File: src/rtl/gpb_pkg.sv
// Shared constants and pin-geometry helpers for the banked GPIO.
// Assumes a fixed uneven grouping of sixteen pins into four groups.
package gpb_pkg;
    localparam int NPIN   = 16;
    localparam int NGRP   = 4;
    localparam int MODE_W = 4;
    localparam int WORD_W = 32;
    localparam int GRP_W  = $clog2(NGRP);
    localparam int ADDR_W = GRP_W + 1;

    localparam logic [MODE_W-1:0] MD_IN   = 4'h0;
    localparam logic [MODE_W-1:0] MD_UIN  = 4'h2;
    localparam logic [MODE_W-1:0] MD_OUT  = 4'h8;
    localparam logic [MODE_W-1:0] MD_ALTB = 4'h9;
    localparam logic [MODE_W-1:0] MD_ALTC = 4'hA;

    // Group that owns a pin
    function automatic int grp_of(input int p);
        if (p < 2)       return 0;
        else if (p < 6)  return 1;
        else if (p < 10) return 2;
        else             return 3;
    endfunction

    // First pin of a group
    function automatic int grp_base(input int g);
        case (g)
            0:       return 0;
            1:       return 2;
            2:       return 6;
            default: return 10;
        endcase
    endfunction

    // Position of a pin inside its group
    function automatic int rel_of(input int p);
        return p - grp_base(grp_of(p));
    endfunction

    // Whether a mode code may be applied to a pin
    function automatic logic mode_ok(input int p, input logic [MODE_W-1:0] m);
        case (m)
            MD_IN, MD_OUT: return 1'b1;
            MD_UIN:        return (p == 4) || (p == 5);
            MD_ALTB:       return p <= 3;
            MD_ALTC:       return p <= 1;
            default:       return 1'b0;
        endcase
    endfunction
endpackage

File: src/rtl/gpb_sync.sv
// Multi-stage synchronizer for asynchronous pad levels.
// Assumes the inputs are quasi-static compared with the clock; each bit is independent.
module gpb_sync #(
    parameter int W      = 16,
    parameter int STAGES = 2
) (
    input  logic         clk,
    input  logic         rst_n,
    input  logic [W-1:0] d,
    output logic [W-1:0] q
);
    logic [W-1:0] stg [STAGES];

    // Shift pad levels through the synchronizer chain
    always_ff @(posedge clk) begin
        if (!rst_n) begin
            for (int i = 0; i < STAGES; i++) stg[i] <= '0;
        end else begin
            stg[0] <= d;
            for (int i = 1; i < STAGES; i++) stg[i] <= stg[i-1];
        end
    end

    assign q = stg[STAGES-1];

    generate
        if (STAGES == 2) begin : g_chk2

            sync_lat_chk: assert property (@(posedge clk) disable iff (!rst_n)
                (rst_n && $past(rst_n) && $past(rst_n, 2)) |-> (q == $past(d, 2)));
        end
    endgenerate
endmodule

File: src/rtl/gpb_pin.sv
// One GPIO pin: output latch, mode nibble with legality filter, pad drive and readback select.
// Assumes the top level has already decoded the address and sliced the data bit and nibble.
module gpb_pin
    import gpb_pkg::*;
#(
    parameter int PIN = 0
) (
    input  logic              clk,
    input  logic              rst_n,
    input  logic              dat_we,
    input  logic              dat_bit,
    input  logic              cfg_we,
    input  logic [MODE_W-1:0] cfg_nib,
    input  logic              sync_lvl,
    input  logic              periph_bit,
    output logic              pad_out,
    output logic              pad_oe,
    output logic              rd_bit,
    output logic [MODE_W-1:0] mode_q,
    output logic              rej
);
    logic lat_q;
    logic accept;

    assign accept = cfg_we && mode_ok(PIN, cfg_nib);
    assign rej    = cfg_we && !accept;

    // Output latch loads on a data write
    always_ff @(posedge clk) begin
        if (!rst_n)      lat_q <= 1'b0;
        else if (dat_we) lat_q <= dat_bit;
    end

    // Mode nibble loads only on a legal code
    always_ff @(posedge clk) begin
        if (!rst_n)      mode_q <= MD_IN;
        else if (accept) mode_q <= cfg_nib;
    end

    // Pad drive decided by mode
    always_comb begin
        case (mode_q)
            MD_OUT: begin
                pad_oe  = 1'b1;
                pad_out = lat_q;
            end
            MD_ALTB, MD_ALTC: begin
                pad_oe  = 1'b1;
                pad_out = periph_bit;
            end
            default: begin
                pad_oe  = 1'b0;
                pad_out = lat_q;
            end
        endcase
    end

    // Readback: pad level when not driving, latch when driving
    assign rd_bit = pad_oe ? lat_q : sync_lvl;


    mode_legal_chk: assert property (@(posedge clk) disable iff (!rst_n)
        mode_ok(PIN, mode_q));

    rej_hold_chk: assert property (@(posedge clk) disable iff (!rst_n)
        rej |=> $stable(mode_q));
endmodule

File: src/rtl/nibble_gpio_bank.sv
// Top of the banked GPIO: bus decode, per-pin instances, synchronizer, read mux, sticky error.
// Assumes one bus access per cycle; reads are combinational and writes land on the clock edge.
module nibble_gpio_bank
    import gpb_pkg::*;
(
    input  logic              clk,
    input  logic              rst_n,
    input  logic              bus_wr,
    input  logic [ADDR_W-1:0] bus_addr,
    input  logic [WORD_W-1:0] bus_wdata,
    output logic [WORD_W-1:0] bus_rdata,
    input  logic [NPIN-1:0]   pad_in,
    input  logic [NPIN-1:0]   periph_out,
    output logic [NPIN-1:0]   pad_out,
    output logic [NPIN-1:0]   pad_oe,
    output logic              cfg_err
);
    logic [NPIN-1:0]   lvl_s;
    logic [NPIN-1:0]   rd_v;
    logic [NPIN-1:0]   rej_v;
    logic [MODE_W-1:0] mode_v [NPIN];
    logic              err_q;

    gpb_sync #(.W(NPIN), .STAGES(2)) u_sync (
        .clk   (clk),
        .rst_n (rst_n),
        .d     (pad_in),
        .q     (lvl_s)
    );

    generate
        for (genvar p = 0; p < NPIN; p++) begin : g_pin
            localparam int GRP = grp_of(p);
            localparam int REL = rel_of(p);
            logic dat_we;
            logic cfg_we;
            assign dat_we = bus_wr && !bus_addr[ADDR_W-1] && (bus_addr[GRP_W-1:0] == GRP_W'(GRP));
            assign cfg_we = bus_wr &&  bus_addr[ADDR_W-1] && (bus_addr[GRP_W-1:0] == GRP_W'(GRP));
            gpb_pin #(.PIN(p)) u_pin (
                .clk        (clk),
                .rst_n      (rst_n),
                .dat_we     (dat_we),
                .dat_bit    (bus_wdata[REL]),
                .cfg_we     (cfg_we),
                .cfg_nib    (bus_wdata[REL*MODE_W +: MODE_W]),
                .sync_lvl   (lvl_s[p]),
                .periph_bit (periph_out[p]),
                .pad_out    (pad_out[p]),
                .pad_oe     (pad_oe[p]),
                .rd_bit     (rd_v[p]),
                .mode_q     (mode_v[p]),
                .rej        (rej_v[p])
            );
        end
    endgenerate

    // Assemble the addressed group's data bits or mode nibbles
    always_comb begin
        bus_rdata = '0;
        for (int p = 0; p < NPIN; p++) begin
            if (bus_addr[GRP_W-1:0] == GRP_W'(grp_of(p))) begin
                if (bus_addr[ADDR_W-1]) bus_rdata[rel_of(p)*MODE_W +: MODE_W] = mode_v[p];
                else                    bus_rdata[rel_of(p)] = rd_v[p];
            end
        end
    end

    // Sticky record of any rejected nibble
    always_ff @(posedge clk) begin
        if (!rst_n) err_q <= 1'b0;
        else        err_q <= err_q | (|rej_v);
    end

    assign cfg_err = err_q;


    err_sticky_chk: assert property (@(posedge clk) disable iff (!rst_n)
        cfg_err |=> cfg_err);

    err_set_chk: assert property (@(posedge clk) disable iff (!rst_n)
        (|rej_v) |=> cfg_err);

    uin_no_drive_chk: assert property (@(posedge clk) disable iff (!rst_n)
        (mode_v[4] == MD_UIN) |-> !pad_oe[4]);
endmodule

File: config.mk
export PLATFORM = sky130hd
export DESIGN_NAME = nibble_gpio_bank
export DESIGN_NICKNAME = d
export VERILOG_FILES = /design/src/rtl/gpb_pkg.sv /design/src/rtl/gpb_sync.sv /design/src/rtl/gpb_pin.sv /design/src/rtl/nibble_gpio_bank.sv
export SDC_FILE = /design/constraint.sdc
export NUM_CORES = 1
export LEC_CHECK = 0
export BUFFER_PORTS_ARGS = -buffer_cell sky130_fd_sc_hd__buf_2
export CORE_MARGIN = 5
export CORE_UTILIZATION = 45
export CTS_CLUSTER_DIAMETER = 150
export DETAILED_ROUTE_END_ITERATION = 10
export PLACE_DENSITY = 0.7
export SLEW_MARGIN = 20
export SYNTH_ARGS = -nofsm -noshare
export SYNTH_HDL_FRONTEND = slang
export SYNTH_SLANG_ARGS = --single-unit
File: constraint.sdc
create_clock -name clk -period 4.1 [get_ports clk]
set_input_delay 0.615 -clock clk [delete_from_list [all_inputs] [get_ports clk]]
set_output_delay 0.615 -clock clk [all_outputs]
set_load 0.01 [all_outputs]
# Word-level counts from Yosys, hierarchy flattened
# Memories as Yosys holds them, arrays and structs flattened.
# Cells that the tools add are included.
dict set report word_totals {
  register_bits 81
  ramBits 32
  inputBits 70
  wordCells 563
  n_memories 1
}
dict set report op_classes {
  addsub 48
  magnitude_cmp 32
  eq_ne 79
  n_shift 32
  muxes 198
  bitwise_logic 5
  n_reduce_logical 135
}
# memory depth width read_ports rd_clocked_by_memory_dff wr line
set memory_table {}
lappend memory_table {u_sync.stg 2 16 2 0 2 gpb_sync.sv:12} ;# logic [W-1:0] stg [STAGES];
# op count
set op_table {}
lappend op_table {{two-way mux 32 bit} 56}
lappend op_table {{bitwise mux 32 bit} 30}
lappend op_table {{negation 32 -> 33 bit} 16}
lappend op_table {{variable shift 4 x 33 -> 32 bit, first input constant} 16}
lappend op_table {{indexed part select 4 x 33 -> 32 bit} 16}
lappend op_table {{>= comparator 32 x 1 -> 1 bit, second input constant} 16}
lappend op_table {{less-than comparator 32 x 7 -> 1 bit, second input constant} 16}
lappend op_table {{== test 32 x 1 -> 1 bit, second input constant} 8}
lappend op_table {{== test 32 x 2 -> 1 bit, second input constant} 8}
lappend op_table {{logical NOT 32 bit} 8}
lappend op_table {{subtractor 5 x 32 -> 32 bit, first input constant} 8}
lappend op_table {{two-way mux 30 bit} 8}
lappend op_table {{subtractor 5 x 30 -> 30 bit, first input constant} 8}
lappend op_table {{== test 4 bit, second input constant} 58}
lappend op_table {{subtractor 4 x 32 -> 32 bit, first input constant} 4}
lappend op_table {{subtractor 4 x 30 -> 30 bit, first input constant} 4}
lappend op_table {{case mux 4 bit (3 select lines)} 8}
lappend op_table {{demux 1 bit (select 5 bit)} 16}
lappend op_table {{two-way mux 1 bit} 78}
lappend op_table {{AND 32 bit} 2}
lappend op_table {{subtractor 3 x 32 -> 32 bit, first input constant} 2}
lappend op_table {{OR reduction 3 bit} 20}
lappend op_table {{subtractor 3 x 30 -> 30 bit, first input constant} 2}
lappend op_table {{logical AND 1 bit} 58}
lappend op_table {{15 further kinds} 63}

# Longest topological paths before layout
# Gate-level depths: netlist of run 1.
dict set report depth {
  ltp_word 59
  depth_mapped 7
}

# Hierarchy
# From an unflattened synthesis of run 1, not the netlist that was laid out.
dict set report unflattened {
  cells_unflattened 573
  hier_area_um2 5773.0
}
# module instances cells_each area_per_inst_um2 seq_area_each_um2
set by_module_without_submodules {}
lappend by_module_without_submodules {{gpb_pin at g_pin[10].u_pin ...} 10 22 227.7 100.1}
lappend by_module_without_submodules {gpb_sync 1 83 1016.0 640.6}
lappend by_module_without_submodules {nibble_gpio_bank 1 116 888.4 20.0}
lappend by_module_without_submodules {{gpb_pin at g_pin[0].u_pin ...} 2 28 296.5 100.1}
lappend by_module_without_submodules {{gpb_pin at g_pin[2].u_pin ...} 2 25 257.7 100.1}
lappend by_module_without_submodules {{gpb_pin at g_pin[4].u_pin ...} 2 24 241.5 100.1}

# Worst setup path after synthesis of run 1
# No wires, ideal clock.
dict set report synth_path {
  kind {input to output}
  from {in bus_addr[1]}
  to {out bus_rdata[2]}
  arrival_time_ns 1.724
  required_time_ns 3.485
  path_slack_ns 1.761
  cell_stages 6
  cell_sequence {buf_6 buf_2 buf_2 nor3_1 a21oi_1 o32ai_1}
}
dict set report synth_via {
  elab_chain_len 47
  word_cells_on_any_way 65
  cone_classes {eq/ne: 3; mux: 61; reduce/logical: 1}
}
# element line
set synth_lines {}
lappend synth_lines {{start: declaration} nibble_gpio_bank.sv:9} ;# input logic [ADDR_W-1:0] bus_addr,
lappend synth_lines {{logical NOT 2 bit} nibble_gpio_bank.sv:61} ;# if (bus_addr[GRP_W-1:0] == GRP_W'(grp_of(p))) begin
lappend synth_lines {{two-way mux 32 bit} nibble_gpio_bank.sv:61}
lappend synth_lines {{bitwise mux 32 bit, on equally long branches} {nibble_gpio_bank.sv:63, nibble_gpio_bank.sv:62}}
lappend synth_lines {{two-way mux 32 bit} nibble_gpio_bank.sv:62} ;# if (bus_addr[ADDR_W-1]) bus_rdata[rel_of(p)*MODE_W +: MODE_W] = mode_v[p];
lappend synth_lines {{two-way mux 32 bit} nibble_gpio_bank.sv:61}
lappend synth_lines {{bitwise mux 32 bit, on equally long branches} {nibble_gpio_bank.sv:63, nibble_gpio_bank.sv:62}}
lappend synth_lines {{two-way mux 32 bit} nibble_gpio_bank.sv:62}
lappend synth_lines {{two-way mux 32 bit} nibble_gpio_bank.sv:61}
lappend synth_lines {{(+31 left out)} -}
lappend synth_lines {{two-way mux 32 bit} nibble_gpio_bank.sv:62}
lappend synth_lines {{two-way mux 32 bit} nibble_gpio_bank.sv:61}
lappend synth_lines {{bitwise mux 32 bit, on equally long branches} {nibble_gpio_bank.sv:63, nibble_gpio_bank.sv:62}}
lappend synth_lines {{two-way mux 32 bit} nibble_gpio_bank.sv:62}
lappend synth_lines {{two-way mux 32 bit} nibble_gpio_bank.sv:61}
lappend synth_lines {{bitwise mux 32 bit, on equally long branches} {nibble_gpio_bank.sv:63, nibble_gpio_bank.sv:62}}
lappend synth_lines {{two-way mux 32 bit} nibble_gpio_bank.sv:62}
lappend synth_lines {{two-way mux 32 bit (*)} nibble_gpio_bank.sv:61}
lappend synth_lines {{end: declaration} nibble_gpio_bank.sv:11} ;# output logic [WORD_W-1:0] bus_rdata,
# Every way passes the cells marked *; elsewhere a longest branch is shown, timed or not.

# Worst setup path in the final report of run 1
dict set report layout_path {
  from {in bus_addr[0]}
  to {out bus_rdata[1]}
}
# Same word-level chain as after synthesis.

==> out/qor.yml, run 1 <==
status:
  outcome: "finished clean"
clock_network:
  insertion_delay_ns: 0.40
  cts_root_buffer: "clkbuf_16"
  clkSinkCount: 113
  cts_hold_buf: 0
  clk_pin_slew_ns: 0.05
  max-clock-path-buffers: 2
  cts_resized: 0
  cts_buffers: 17
  postCtsSetupRepairBufs: 0
  cts_tree: "built"
  h-tree-depth: 4
logic_synthesis:
  synth_top_area_cell: "dfxtp_1"
  synth_top_family_by_area: "simple AND/OR/NAND/NOR gates"
  synth-xor-area-share_pct: 0.322
  synth_compound_area_share_pct: 11.2
  synth_flop_cell: "dfxtp_1"
  yosys_warnings: 0
  synth_mux_area_share_pct: 14.0
  yosys-top-cells-area: "dfxtp_1 (42%), mux2i_1 (6.4%), buf_4 (5.8%), mux2_2 (5.6%), and2_1 (5.3%)"
  synth_seq_cells: 113
  synth_cell_types: 47
  synth_fa_ha_area_share_pct: 0.414
  yosys.area_share.simple_pct: 23.4
  syn_inst: 577
  synthDominantCellAreaShare_pct: 41.6
  synth_most_common_cell: "dfxtp_1"
  yosys-top-cells-count: "dfxtp_1 (113), and2_1 (46), buf_4 (42), nor2b_1 (40), nand2_1 (39)"
  synth_edf_count: 0
  async_flop_share_pct: 0
  synth_area_per_cell_um2: 9.43
  syn_area_um2: 5440
  ys_seq_area_share_pct: 41.6
timing:
  setup_tns_ns: 0
  slew_headroom_pct: 30.4
  hold_slack_ns: 0.417
  timing.final.crit_share_pct: 72.0
  finalMaxSlewViolations: 0
  setup_viol: 0
  max_freq_ghz: 0.339
  final-hold-violation-count: 0
  layout_setup_ws_ns: 1.15
  skew_ns: 0.00335
  tightestPinTransition_ns: 1.04
  rsz0062_at_grt: "no"
  finalCriticalPeriod_ns: 2.95
placed_design:
  hpwl_um: 10100
  placed_cells: 786
  globalplace.congestion: 0.854
  io_buffers: 118
  placed_area_um2: 5840
  post-place-ws_ns: 1.15
floorplan:
  dieHeight_um: 120
  rows: 40
  start_util_pct: 45.7
  die-area_um2: 14400
  core_um2: 11900
  io_pins: 135
  die_x_um: 120
route:
  wl_per_cell_um: 17.2
  first_pass_iters: 5
  ant_nets: 0
  drt-initial-drc-count: 309
  remaining_drc_errors: 0
  via_per_inst: 5.36
  drt-total-wl_um: 14000
  vias: 4373
global_route:
  grt_max_degree: 73
  grt_usage_pct: 19.6
  grt_pass1_vias: 4303
  overflow: 0
  grt_first_pass_wirelength_um: 22500
  antenna_found_initial: 0
power_and_ir_drop:
  p_leak_nw: 2.81
  irDropWorstVdd_mv: 0.207
  pwr_density_cell_nw_per_um2: 434
layout:
  multi_input_area_um2: 2710
  drive_above_1_share_pct: 30.2
  seq_area_um2: 2260
  area_growth_pct: 18.3
  postLayoutCellArea_um2: 6440
  antenna_cells: 0
  fill_cells: 1085
  nNetsFinal: 728
  fin_cells: 816
critical_path:
  cp.arrival_ns: 2.34
  crit_required_ns: 3.48
  endpoint_kind: "output port"
  cp_max_fo: 30
  crit_path_start_kind: "input port"
  critical_path_class: "input port to output port"
hold_path:
  worst_hold_path_type: "input port to register"
run:
  maxCapViolations: 0
final timing paths:
kind                          startpoint                            to  slack (ns)  depth (start not counted)
max                          bus_addr[0]                  bus_rdata[1]        1.15                          7
min                            pad_in[1]   u_sync.stg[0][1]$_SDFF_PN0_        0.42                          2
max reg2reg           cfg_err$_SDFF_PN0_            cfg_err$_SDFF_PN0_        3.32                          3
min reg2reg  u_sync.stg[0][6]$_SDFF_PN0_  u_sync.stg[0][22]$_SDFF_PN0_        0.43                          1
sequential cells by signal, summed over array words and instances (netlist names):
| register | count |
|---|---|
| g_pin.u_pin.lat_q | 16 |
| cfg_err | 1 |
| u_sync.stg | 32 |
| g_pin.u_pin.mode_q | 64 |
worst max-delay path, cell delays in order:
cell     delay, ns
buf_2         0.55
mux2_4        0.36
a21oi_2       0.16
o211a_1       0.18
o21ai_0       0.09
a32o_1        0.24
buf_2         0.14
stage by stage:
step	total power [mW]	utilization (%)
floorplan	1.27	-
global placement	1.32	49.0
detailed placement	1.33	49.0
CTS	2.81	54.1
global route	2.89	54.1
finish	2.79	54.1
layout make-up:
cell class                 count  share of cell area [%]
clock inverter                10                    2.10
tap                          147                    2.86
timing repair buffer         121                    9.52
sequential                   113                    35.1
inverter                      17                   0.991
multi-input combinational    388                    42.1
clock buffer                  20                    7.25
metal layers:
metal / up-vias / wire [um] / GRT usage [%]
met2: 177 / 6490 / 31.7
li1: 2120 / - / -
met4: 0 / 360 / 6.66
met3: 25 / 1020 / 5.47
met1: 2051 / 6130 / 25.1
met5: - / 0 / 0
power by group:
part           total (mW)  internal [mW]  switching (mW)
sequential           1.13           1.12         0.00822
combinational       0.177         0.0727           0.104
clock                1.49          0.992           0.497
cells in the final DEF, fill, tap and decap left out, types with 3 or more instances in the layout:
| cell | Yosys | routed |
|---|---|---|
| o221a_2 | 4 | 4 |
| dfxtp_1 | 113 | 113 |
| nor3_1 | 10 | 10 |
| clkbuf_8 | 0 | 3 |
| clkinv_2 | 0 | 3 |
| a21oi_1 | 11 | 11 |
| mux4_2 | 4 | 4 |
| buf_4 | 42 | 3 |
| o21ai_0 | 19 | 19 |
| nand2_1 | 39 | 39 |
| nand2b_1 | 5 | 5 |
| mux2i_1 | 35 | 35 |
| nor2_1 | 20 | 20 |
| nor3_4 | 3 | 3 |
| a21boi_0 | 10 | 10 |
| conb_1 | 1 | 8 |
| and3_1 | 36 | 36 |
| buf_2 | 7 | 118 |
| a211oi_1 | 18 | 18 |
| mux2_2 | 27 | 27 |
| clkinvlp_4 | 0 | 4 |
| and2_1 | 46 | 46 |
| clkbuf_16 | 0 | 17 |
| bufinv_16 | 0 | 3 |
| nand4_1 | 4 | 4 |
| nand3_1 | 10 | 10 |
| inv_1 | 16 | 16 |
| nor2b_1 | 40 | 40 |
| nand2_2 | 3 | 3 |
| a22oi_1 | 9 | 9 |
cell families (layout without fill, tap and decap cells):
kind of cell / Yosys count / in the layout
AOI/OAI and AO/OA: 86 / 86
xor gates and xnor gates: 2 / 2
adders and majority gates: 2 / 2
buffers and inverters: 83 / 168
DFF: 113 / 113
muxes: 67 / 67
other: 1 / 8
and+or+nand+nor: 223 / 223
Power figures use the tool's default switching activity.
==> run 2, diff against run 1 <==
--- a/config.mk
+++ b/config.mk
@@ -10,7 +10,7 @@
 export CORE_UTILIZATION = 45
 export CTS_CLUSTER_DIAMETER = 150
 export DETAILED_ROUTE_END_ITERATION = 10
-export PLACE_DENSITY = 0.7
+export PLACE_DENSITY = 0.73
 export SLEW_MARGIN = 20
 export SYNTH_ARGS = -nofsm -noshare
 export SYNTH_HDL_FRONTEND = slang
==> constraint.sdc (replaced) <==
create_clock -name clk -period 2.7 [get_ports clk]
set_input_delay 0.405 -clock clk [delete_from_list [all_inputs] [get_ports clk]]
set_output_delay 0.405 -clock clk [all_outputs]
set_load 0.01 [all_outputs]
==> run 2 against run 1 <==
Critical path depth decreased by 3. Highest routed layer unchanged. First-iteration DRC count fell by 19%. Largest cell class unchanged. Critical path type is now register to output port. Sequential power rose by 51%. Cell count grew 0.98%. Total power up 49%. Worst setup slack lost 0.96 ns. Sequential cell count unchanged. Count of clock-buffer cells in the layout shrank 3. Sequential share of layout area is 0.16 points lower. Die area is the same.
==> out/qor.yml, run 2 (synthesized netlist as in run 1, its figures left out) <==
critical_path:
  cp_max_fo: 4
  critical_path_class: "register to output port"
  startpoint: "g_pin[5].u_pin.mode_q[1]$_SDFFE_PN0P_"
  rrSetupSlack_ns: 1.91
  cp_slowest_stage_delay_ns: 0.57
  endpoint_kind: "output port"
  r2r_start: "cfg_err$_SDFF_PN0_"
  crit_required_ns: 2.30
  reg2regPathDepth: 3
  cp.arrival_ns: 2.11
  crit_path_start_kind: "register"
  crit_chain: "a211oi_1, o21ai_0, mux2_2, buf_2"
  cp-endpoint: "pad_out[5]"
  worst_path_max_delay_cell: "a211oi_1"
  r2r_end: "cfg_err$_SDFF_PN0_"
timing:
  rsz0062_at_grt: "no"
  finalMaxSlewViolations: 0
  tightestPinTransition_ns: 0.684
  hold_slack_ns: 0.201
  setup_tns_ns: 0
  skew_ns: 0.00302
  max_freq_ghz: 0.398
  setup_viol: 0
  timing.final.crit_share_pct: 93.1
  slew_headroom_pct: 54.2
  final-hold-violation-count: 0
  finalCriticalPeriod_ns: 2.51
placed_design:
  io_buffers: 118
  hpwl_um: 10300
  globalplace.congestion: 0.876
layout:
  drive_above_1_share_pct: 31.0
  top_register: "g_pin.u_pin.mode_q"
  reg_top3: "g_pin.u_pin.mode_q x64, u_sync.stg x32, g_pin.u_pin.lat_q x16"
  layout_common_cells: "buf_2 (118), dfxtp_1 (113), and2_1 (46)"
  layout_commonest_cell: "buf_2"
  post-route-util_pct: 54.3
  area_growth_pct: 18.8
  largest_reg_flops: 64
  nNetsFinal: 734
  antenna_cells: 0
floorplan:
  io_pins: 135
  rows: 40
  die-area_um2: 14400
  core_um2: 11900
  dieHeight_um: 120
  start_util_pct: 45.7
  die_x_um: 120
route:
  drt-initial-drc-count: 251
  via_per_inst: 5.23
  remaining_drc_errors: 0
  ant_nets: 0
  vias: 4307
  first_pass_iters: 4
  drt-total-wl_um: 13800
  wl_per_cell_um: 16.7
clock_network:
  cts_root_buffer: "clkbuf_16"
  cts_buffers: 17
  cts_resized: 0
  h-tree-depth: 4
  insertion_delay_ns: 0.40
  cts_tree: "built"
  clkSinkCount: 113
  cts_hold_buf: 0
  clk_pin_slew_ns: 0.06
  max-clock-path-buffers: 2
  postCtsSetupRepairBufs: 0
power_and_ir_drop:
  p_leak_nw: 2.84
  pwr_density_cell_nw_per_um2: 643
  irDropWorstVdd_mv: 0.379
  p_total_mw: 4.16
status:
  outcome: "finished clean"
global_route:
  grt_first_pass_wirelength_um: 22000
  overflow: 0
  grt_pass1_vias: 4268
  antenna_found_initial: 0
  grt_max_degree: 42
  grt_usage_pct: 19.2
run:
  maxCapViolations: 0
hold_path:
  worst_hold_path_type: "input port to register"
  hold_depth: 2
-- run 2: changes by cell type in the layout (fill, tap and decap cells not counted), sizes merged --
cell      before  now
buf          121  127
clkinvlp       4    2
bufinv         3    2
inv           16   19
clkbuf        20   17
clkinv         4    9
-- run 2: final cells by class --
cell class | instances | area (um^2)
fillers | 1089 | 5440
clock buffers | 17 | 425
clock inverters | 15 | 160
well taps | 147 | 184
repair buffers | 127 | 658
flip-flops and latches | 113 | 2260
inverters | 17 | 63.8
multi-input cells | 388 | 2710
-- run 2: per-stage QoR --
stage	cells	area, um^2	setup WS, ns
after global placement	792	5880	0.304
final	824	6470	0.187
after CTS	824	6470	0.166
after floorplan	584	5470	0.781
after global routing	824	6470	0.0539
after detailed placement	792	5880	0.248
-- run 2: metal layers --
layer  vias up  track usage, %  part of all wire (%)
li1       2145               -                     -
met1      2001            24.8                    45
met2       144            30.7                    47
met3        17            5.23                   6.1
met4         0            6.66                   1.4
met5         -               0                     0
-- run 2: power breakdown --
group / internal (mW) / total (mW) / leakage (nW) / switching [mW]
registers: 1.70 / 1.71 / 0.918 / 0.0123
logic: 0.114 / 0.272 / 1.64 / 0.157
clock network: 1.36 / 2.17 / 0.284 / 0.809
total: 3.18 / 4.16 / 2.84 / 0.978
-- run 2: worst max-delay path, delay by kind of cell, from the launching register on --
| kind | cells | cell delay, ns |
|---|---|---|
| compound gates | 2 | 0.87 |
| flops | 1 | 0.35 |
| mux | 1 | 0.34 |
| buf+inv | 1 | 0.14 |
-- run 2: how the worst min path moves through the flow --
stage	from	endpoint	slack [ns]
after floorplan	u_sync.stg[0][0]$_SDFF_PN0_	u_sync.stg[0][16]$_SDFF_PN0_	0.41
after global placement	u_sync.stg[0][0]$_SDFF_PN0_	u_sync.stg[0][16]$_SDFF_PN0_	0.41
final	pad_in[2]	u_sync.stg[0][2]$_SDFF_PN0_	0.20
after global routing	pad_in[6]	u_sync.stg[0][6]$_SDFF_PN0_	0.19
after CTS	pad_in[0]	u_sync.stg[0][0]$_SDFF_PN0_	0.19
after detailed placement	u_sync.stg[0][10]$_SDFF_PN0_	u_sync.stg[0][26]$_SDFF_PN0_	0.42
==> run 3, diff against run 2 <==
--- a/config.mk
+++ b/config.mk
@@ -8,9 +8,11 @@
 export BUFFER_PORTS_ARGS = -buffer_cell sky130_fd_sc_hd__buf_2
 export CORE_MARGIN = 5
 export CORE_UTILIZATION = 45
+export CTS_BUF_LIST = sky130_fd_sc_hd__clkbuf_4 sky130_fd_sc_hd__clkbuf_8 sky130_fd_sc_hd__clkbuf_16
 export CTS_CLUSTER_DIAMETER = 150
 export DETAILED_ROUTE_END_ITERATION = 10
 export PLACE_DENSITY = 0.73
+export REMOVE_ABC_BUFFERS = 1
 export SLEW_MARGIN = 20
 export SYNTH_ARGS = -nofsm -noshare
 export SYNTH_HDL_FRONTEND = slang
==> run 3 against run 2 <==
Via count increased by 0.95%. Count of clock-buffer cells in the layout increased by 7. Design area increased by 0.68%. Wire length decreased by 0.15%. Non-clock buffer count increased by 2. Critical path type unchanged.
==> out/qor.yml, run 3 (synthesized netlist as in run 1, its figures left out) <==
status:
  outcome: "finished clean"
placed_design:
  hpwl_um: 10200
  placed_cells: 794
  placed_area_um2: 5910
  io_buffers: 118
  globalplace.congestion: 0.901
layout:
  antenna_cells: 0
  fill_cells: 1036
  post-route-util_pct: 54.7
  postLayoutCellArea_um2: 6510
  nNetsFinal: 736
  layout_commonest_cell: "buf_2"
  layout_common_cells: "buf_2 (118), dfxtp_1 (113), and2_1 (46)"
  largest_reg_flops: 64
  reg_top3: "g_pin.u_pin.mode_q x64, u_sync.stg x32, g_pin.u_pin.lat_q x16"
  drive_above_1_share_pct: 31.0
  fin_cells: 824
  top_register: "g_pin.u_pin.mode_q"
  area_growth_pct: 19.6
route:
  drt-total-wl_um: 13700
  wl_per_cell_um: 16.7
  ant_nets: 0
  remaining_drc_errors: 0
  vias: 4348
  drt-initial-drc-count: 196
  via_per_inst: 5.28
  first_pass_iters: 4
power_and_ir_drop:
  irDropWorstVdd_mv: 0.302
  pwr_density_cell_nw_per_um2: 652
  p_leak_nw: 2.87
floorplan:
  die_x_um: 120
  dieHeight_um: 120
  rows: 40
  die-area_um2: 14400
  start_util_pct: 45.7
  io_pins: 135
  core_um2: 11900
clock_network:
  h-tree-depth: 4
  cts_tree: "built"
  cts_buffers: 17
  clkSinkCount: 113
  insertion_delay_ns: 0.41
  postCtsSetupRepairBufs: 0
  cts_root_buffer: "clkbuf_16"
  cts_hold_buf: 0
  cts_resized: 0
  clk_pin_slew_ns: 0.05
  max-clock-path-buffers: 2
timing:
  finalMaxSlewViolations: 0
  skew_ns: 0.00366
  slew_headroom_pct: 49.7
  max_freq_ghz: 0.414
  finalCriticalPeriod_ns: 2.42
  rsz0062_at_grt: "no"
  final-hold-violation-count: 0
  hold_slack_ns: 0.201
  timing.final.crit_share_pct: 89.4
  setup_tns_ns: 0
  setup_viol: 0
  tightestPinTransition_ns: 0.749
global_route:
  grt_max_degree: 50
  grt_first_pass_wirelength_um: 22000
  antenna_found_initial: 0
  grt_usage_pct: 19.5
  grt_pass1_vias: 4234
  overflow: 0
critical_path:
  critical_path_class: "register to output port"
  crit_required_ns: 2.30
  r2r_start: "cfg_err$_SDFF_PN0_"
  cp.arrival_ns: 2.01
  reg2regPathDepth: 3
  endpoint_kind: "output port"
  rrSetupSlack_ns: 1.91
  r2r_end: "cfg_err$_SDFF_PN0_"
  crit_path_start_kind: "register"
  cp_max_fo: 3
hold_path:
  hold_depth: 2
  worst_hold_path_type: "input port to register"
  whs_endpoint: "u_sync.stg[0][10]$_SDFF_PN0_"
  worstHoldStart: "pad_in[10]"
run:
  maxCapViolations: 0
## run 3: cell count changes in the layout (fill, tap and decap cells not counted), sizes merged
| cell | delta |
|---|---|
| clkbuf | +7 |
| clkinv | -5 |
| inv | -3 |
| buf | +2 |
| clkinvlp | -2 |
| bufinv | +1 |
## run 3: area by class of cell
cell class	instances	area, um^2	area share, %
clock buffers	24	497	7.63
clock inverters	6	105	1.61
inverters	17	63.8	0.980
multi-input cells	388	2710	41.7
flip-flops and latches	113	2260	34.7
well taps	147	184	2.82
repair buffers	129	686	10.5
## run 3: worst max path at each step
stage | start | end | slack [ns] | cells past startpoint
final | g_pin[7].u_pin.mode_q[3]$_SDFFE_PN0P_ | bus_rdata[1] | 0.28 | 5
after global routing | g_pin[3].u_pin.mode_q[3]$_SDFFE_PN0P_ | bus_rdata[1] | 0.20 | 6
after CTS | g_pin[7].u_pin.mode_q[3]$_SDFFE_PN0P_ | bus_rdata[1] | 0.27 | 5
after global placement | bus_addr[2] | bus_rdata[2] | 0.42 | 7
after detailed placement | bus_addr[0] | bus_rdata[1] | 0.41 | 8
after floorplan | g_pin[7].u_pin.mode_q[1]$_SDFFE_PN0P_ | bus_rdata[1] | 0.84 | 3
## run 3: critical path, stage by stage, from the launching register on
cell and delay (ns):
dfxtp_1 0.37, inv_1 0.05, a211oi_1 0.35, mux2_2 0.41, a32o_1 0.28, buf_2 0.15
## run 3: metal layers
metal	track usage, %	part of all wire, %	routed length [um]
met1	24.6	41	5660
met2	31.9	50	6860
met3	4.38	6.7	919
met4	8.45	2.1	284
met5	0	0	0
## run 3: power by group
part	switching, mW	total [mW]	internal [mW]
Sequential	0.0125	1.71	1.70
Clock	0.705	2.25	1.55
Combinational	0.162	0.280	0.118
## run 3: metrics by stage
step | power (mW) | setup slack [ns]
after floorplan | 1.87 | 0.841
after global placement | 2.02 | 0.425
after detailed placement | 2.03 | 0.410
after CTS | 4.27 | 0.272
after global routing | 4.38 | 0.199
final | 4.25 | 0.285
